## src/rtl/sp_pkg.sv

```systemverilog
package sp_pkg;
  typedef enum logic [1:0] {
    K_PUSH1 = 2'd0,
    K_POP1  = 2'd1,
    K_PUSH2 = 2'd2,
    K_POP2  = 2'd3
  } sp_kind_e;
endpackage

```

## src/rtl/sp_decode.sv

```systemverilog
module sp_decode #(
  parameter int ADDR_W = 8,
  parameter logic [ADDR_W-1:0] IO_HI   = 8'h3E,
  parameter logic [ADDR_W-1:0] IO_LO   = 8'h3D,
  parameter logic [ADDR_W-1:0] MEM_OFS = 8'h20
) (
  input  logic              space,
  input  logic [ADDR_W-1:0] addr,
  output logic              sel_hi,
  output logic              sel_lo
);
  localparam logic [ADDR_W-1:0] MAP_HI = IO_HI + MEM_OFS;
  localparam logic [ADDR_W-1:0] MAP_LO = IO_LO + MEM_OFS;

  always_comb begin
    if (space) begin
      sel_hi = (addr == MAP_HI);
      sel_lo = (addr == MAP_LO);
    end else begin
      sel_hi = (addr == IO_HI);
      sel_lo = (addr == IO_LO);
    end
  end
endmodule

```

## src/rtl/sp_seq.sv

```systemverilog
module sp_seq
  import sp_pkg::*;
(
  input  logic     clk,
  input  logic     rst_n,
  input  logic     req_valid,
  input  sp_kind_e req_kind,
  output logic     req_ready,
  output logic     step,
  output logic     step_down
);
  logic busy_q, down_q;
  logic accept;

  assign req_ready = !busy_q;
  assign accept    = req_valid && !busy_q;
  assign step      = accept || busy_q;
  // kinds with bit 0 clear are pushes
  assign step_down = busy_q ? down_q : !req_kind[0];

  always_ff @(posedge clk) begin
    if (!rst_n) begin
      busy_q <= 1'b0;
      down_q <= 1'b0;
    end else if (busy_q) begin
      busy_q <= 1'b0;
    end else if (accept && req_kind[1]) begin
      busy_q <= 1'b1;
      down_q <= !req_kind[0];
    end
  end
endmodule

```

## src/rtl/sp_reg.sv

```systemverilog
module sp_reg #(
  parameter int BYTE_W = 8
) (
  input  logic                  clk,
  input  logic                  rst_n,
  input  logic                  wr_hi,
  input  logic                  wr_lo,
  input  logic [BYTE_W-1:0]     wdata,
  input  logic                  step,
  input  logic                  step_down,
  output logic [2*BYTE_W-1:0]   sp
);
  localparam int PTR_W = 2 * BYTE_W;
  logic [PTR_W-1:0] sp_q, sp_d;

  always_comb begin
    sp_d = sp_q;
    if (wr_hi)
      sp_d[PTR_W-1:BYTE_W] = wdata;
    else if (wr_lo)
      sp_d[BYTE_W-1:0] = wdata;
    else if (step)
      sp_d = step_down ? sp_q - PTR_W'(1) : sp_q + PTR_W'(1);
  end

  always_ff @(posedge clk) begin
    if (!rst_n) sp_q <= '0;
    else        sp_q <= sp_d;
  end

  assign sp = sp_q;
endmodule

```

## src/rtl/sp_unit.sv

```systemverilog
module sp_unit
  import sp_pkg::*;
#(
  parameter int BYTE_W = 8,
  parameter int ADDR_W = 8,
  parameter logic [ADDR_W-1:0] IO_HI   = 8'h3E,
  parameter logic [ADDR_W-1:0] IO_LO   = 8'h3D,
  parameter logic [ADDR_W-1:0] MEM_OFS = 8'h20,
  localparam int PTR_W = 2 * BYTE_W
) (
  input  logic              clk,
  input  logic              rst_n,
  input  logic              bus_space,
  input  logic [ADDR_W-1:0] bus_addr,
  input  logic              bus_we,
  input  logic [BYTE_W-1:0] bus_wdata,
  output logic [BYTE_W-1:0] bus_rdata,
  output logic              bus_hit,
  input  logic              req_valid,
  input  logic [1:0]        req_kind,
  output logic              req_ready,
  output logic              mem_valid,
  output logic              mem_write,
  output logic [PTR_W-1:0]  mem_addr,
  output logic [PTR_W-1:0]  sp_out
);
  logic sel_hi, sel_lo;
  logic step, step_down;
  logic [PTR_W-1:0] sp;

  sp_decode #(.ADDR_W(ADDR_W), .IO_HI(IO_HI), .IO_LO(IO_LO), .MEM_OFS(MEM_OFS)) u_dec (
    .space (bus_space),
    .addr  (bus_addr),
    .sel_hi(sel_hi),
    .sel_lo(sel_lo)
  );

  sp_seq u_seq (
    .clk      (clk),
    .rst_n    (rst_n),
    .req_valid(req_valid),
    .req_kind (sp_kind_e'(req_kind)),
    .req_ready(req_ready),
    .step     (step),
    .step_down(step_down)
  );

  sp_reg #(.BYTE_W(BYTE_W)) u_reg (
    .clk      (clk),
    .rst_n    (rst_n),
    .wr_hi    (bus_we && sel_hi),
    .wr_lo    (bus_we && sel_lo),
    .wdata    (bus_wdata),
    .step     (step),
    .step_down(step_down),
    .sp       (sp)
  );

  // push: write at current pointer; pop: read one above it
  assign mem_valid = step;
  assign mem_write = step_down;
  assign mem_addr  = step_down ? sp : sp + PTR_W'(1);
  assign sp_out    = sp;
  assign bus_hit   = sel_hi || sel_lo;
  assign bus_rdata = sel_hi ? sp[PTR_W-1:BYTE_W] : (sel_lo ? sp[BYTE_W-1:0] : '0);
endmodule

```

## config.mk

```make
export PLATFORM = sky130hd
export DESIGN_NAME = sp_unit
export DESIGN_NICKNAME = d
export VERILOG_FILES = /design/src/rtl/sp_pkg.sv /design/src/rtl/sp_decode.sv /design/src/rtl/sp_seq.sv /design/src/rtl/sp_reg.sv /design/src/rtl/sp_unit.sv
export SDC_FILE = /design/constraint.sdc
export NUM_CORES = 1
export LEC_CHECK = 0
export ABC_AREA = 1
export BUFFER_PORTS_ARGS = -buffer_cell sky130_fd_sc_hd__buf_2
export CAP_MARGIN = 20
export CORE_MARGIN = 5
export CORE_UTILIZATION = 45
export DETAILED_ROUTE_END_ITERATION = 16
export GPL_TIMING_DRIVEN = 0
export PLACE_DENSITY = 0.73
export SKIP_LAST_GASP = 1
export SYNTH_ARGS = -nofsm -noshare
export SYNTH_HDL_FRONTEND = slang
export SYNTH_SLANG_ARGS = --single-unit
```

## constraint.sdc

```tcl
create_clock -name clk -period 3.8 [get_ports clk]
set_input_delay 0.38 -clock clk [delete_from_list [all_inputs] [get_ports clk]]
set_output_delay 0.38 -clock clk [all_outputs]
set_load 0.01 [all_outputs]
```

==> impl_metrics.py <==
metrics = {
    "timing": {
        "fin_crit_sh_pct": 66.46,
        "skew_ns": 0.001274,
        "slew_headroom_pct": 66.72,
        "hold_viol": 0,
        "slew_violations": 0,
        "fin_crit_ns": 2.526,
        "fmax_mhz": 396.0,
        "tns_ns": 0,
        "worstMarginPinSlew_ns": 0.4992,
        "rsz0062_at_grt": "false",
        "hold_ws_ns": 0.4151,
        "setup_viol": 0,
    },
    "logic_synthesis": {
        "synth_nets": 386,
        "synthTopCellsByArea": "dfxtp_1, nand2_1, nor2_1",
        "synth_warnings": 0,
        "yosys.area.top_type_share_pct": 18.00,
        "syn_avg_cell_area_um2": 5.576,
        "synth_top_family_by_area": "simple AND/OR/NAND/NOR gates",
        "synth_compound_area_share_pct": 19.75,
        "synth-main-ff-cell": "dfxtp_1",
        "yosysSeqAreaShare_pct": 18.00,
        "synth-simple-area-share_pct": 45.37,
        "yosysMostFrequentCell": "nand2_1",
        "yosysTopAreaCell": "dfxtp_1",
        "ys_top_cells_by_count": "nand2_1, nor2_1, inv_1",
        "ys_async_sr_fraction_pct": 0,
        "syn_area_um2": 2002,
        "synth_xor_area_share_pct": 1.750,
        "yosysUniqueCellTypes": 37,
        "synthAdderAreaFrac_pct": 2.500,
        "synthMuxAreaShare_pct": 0,
        "syn-instance-count": 359,
        "ys_ff_latch": 18,
        "synth_edf_count": 0,
    },
    "global_routing": {
        "grt_util_met1_pct": 32.48,
        "grtUsageMet2_pct": 37.52,
        "grt_pass1_vias": 2506,
        "grt_pass1_wl_mm": 11.76,
        "grt_overflow_total": 0,
        "grt_use_met3_pct": 3.630,
        "grt_use_total_pct": 23.68,
        "grt_antenna_before_repair": 0,
        "grt_busiest_layer": "met2",
        "grt_start_max_net_pins": 12,
    },
    "min_path": {
        "hold_path.class": "in -> reg",
    },
    "power_and_ir_drop": {
        "power_density_nw_per_um2": 291.0,
        "power_leakage_uw": 0.001291,
        "max-vdd-ir-drop_uv": 200.4,
        "fin_total_pwr_uw": 709.6,
    },
    "placed_design": {
        "dp_cells": 477,
        "gp_congestion": 0.9353,
        "portBuffers": 66,
        "dp_hpwl_mm": 5.655,
    },
    "layout": {
        "num_antenna_cells": 0,
        "area_delta_synth_final_pct": 21.81,
        "stdcell_count": 480,
        "drive_gt1_share_pct": 21.96,
        "largest_reg_flops": 16,
        "final_nets": 457,
        "final_util_pct": 56.39,
    },
    "clock_network": {
        "path_clk_slew_ns": 0.06,
        "clk_path_buf_depth": 2,
        "clk_latency_ns": 0.25,
        "ctsResizeCount": 0,
        "clock-sinks": 18,
        "h-tree-depth": 1,
        "cts-hold-fix-buffers": 0,
        "cts_made_buffers": 3,
        "cts_setup_buffers": 0,
        "cts-root-buf": "clkbuf_8",
        "cts_tree": "built",
    },
    "setup_path": {
        "cp.required_ns": 3.42,
        "cp-end-kind": "output port",
        "critPathKind": "reg -> out",
        "cpPeakStageDelay_ns": 0.44,
        "startpoint_type": "register",
        "worstPathMaxFanout": 6,
        "cp_top_family": "simple AND/OR/NAND/NOR gates",
        "worstPathCellList": "ha_1, nand2_1, inv_1, nand2_1, nor2_1, nand2_1, o211ai_1, o21ai_0, buf_2",
        "arrival_ns": 2.15,
        "worst-path-buf-inv": 2,
        "critical-path-slowest-cell": "dfxtp_1",
        "crit_top_cell": "nand2_1",
    },
    "floorplan": {
        "dieArea_um2": 5883,
        "die_x_um": 76.70,
        "ios": 67,
        "start_util_pct": 46.30,
        "fp-row-count": 24,
        "coreArea_um2": 4324,
        "dieHeight_um": 76.70,
    },
    "flow_run": {
        "cap_violations": 0,
    },
    "detailed_routing": {
        "drt-total-wl_mm": 7.132,
        "drt-vias-per-instance": 5.554,
        "wire_per_inst_um": 14.86,
        "drtAntennaViolNets": 0,
        "dr.pass1.iters": 5,
        "vias": 2666,
        "drtIter0Drc": 277,
        "drc": 0,
    },
    "status": {
        "status": "complete, no violations",
    },
}
tightest hold or removal path, stage by stage:
cell and delay [ns]:
buf_2 0.13, nand3_1 0.08, a21oi_1 0.04
report_power, final:
part / total, µW / internal [µW] / switching [µW]
Sequential: 234 / 207 / 27.6
Clock: 131 / 70.5 / 60.8
Combinational: 344 / 120 / 224
Total: 710 / 397 / 312
path summary, 6_finish.rpt:
check                                 start  slack (ns)  cells past startpoint                   endpoint
setup / recovery   u_reg.sp[1]$_SDFFE_PN0P_        1.27                      9                mem_addr[8]
hold / removal                        rst_n        0.42                      3  u_reg.sp[13]$_SDFFE_PN0P_
setup reg to reg    u_seq.busy_q$_SDFF_PP0_        1.83                     10   u_reg.sp[0]$_SDFFE_PN0P_
hold reg to reg   u_seq.down_q$_SDFFE_PN0P_        0.46                      2  u_seq.down_q$_SDFFE_PN0P_
layer usage:
metal,wire (µm),up-vias
li1,-,1318
met1,3077,1182
met2,3147,146
met3,735,20
met4,173,0
met5,0,-
per-stage QoR:
step	cell area [µm²]	setup WS, ns
3_5_place_dp	2397	1.526
4_1_cts	2439	1.318
5_1_grt	2439	1.136
3_3_place_gp	2397	1.519
2_1_floorplan	2002	1.991
6_report	2439	1.274
placed cells by master (no fill, tap or decap), types with 4 or more instances in the layout:
cell type and instances:
dfxtp_1 18, o22ai_1 5, nand4_1 9, o21ai_0 31, nand3_1 33, a21oi_1 15, o32ai_1 4, nand2_1 90
ha_1 4, buf_2 72, inv_2 4, inv_1 45, nor2_1 52, o21ai_1 9
logic make-up after synthesis:
logic type / count (synthesis)
AOI/OAI and AO/OA: 70
xor gates and xnor gates: 4
adders and majority gates: 4
buffers and inverters: 62
DFF: 18
and+or+nand+nor: 201
cell type report:
class	instances	area (µm²)
Multi-Input combinational cell	279	1389
Tap cell	52	65.06
Clock buffer	3	41.29
Timing Repair Buffer	66	330.3
Buffer	12	65.06
Sequential cell	18	360.3
Fill cell	463	1886
Inverter	50	187.7
Power figures use the tool's default switching activity.
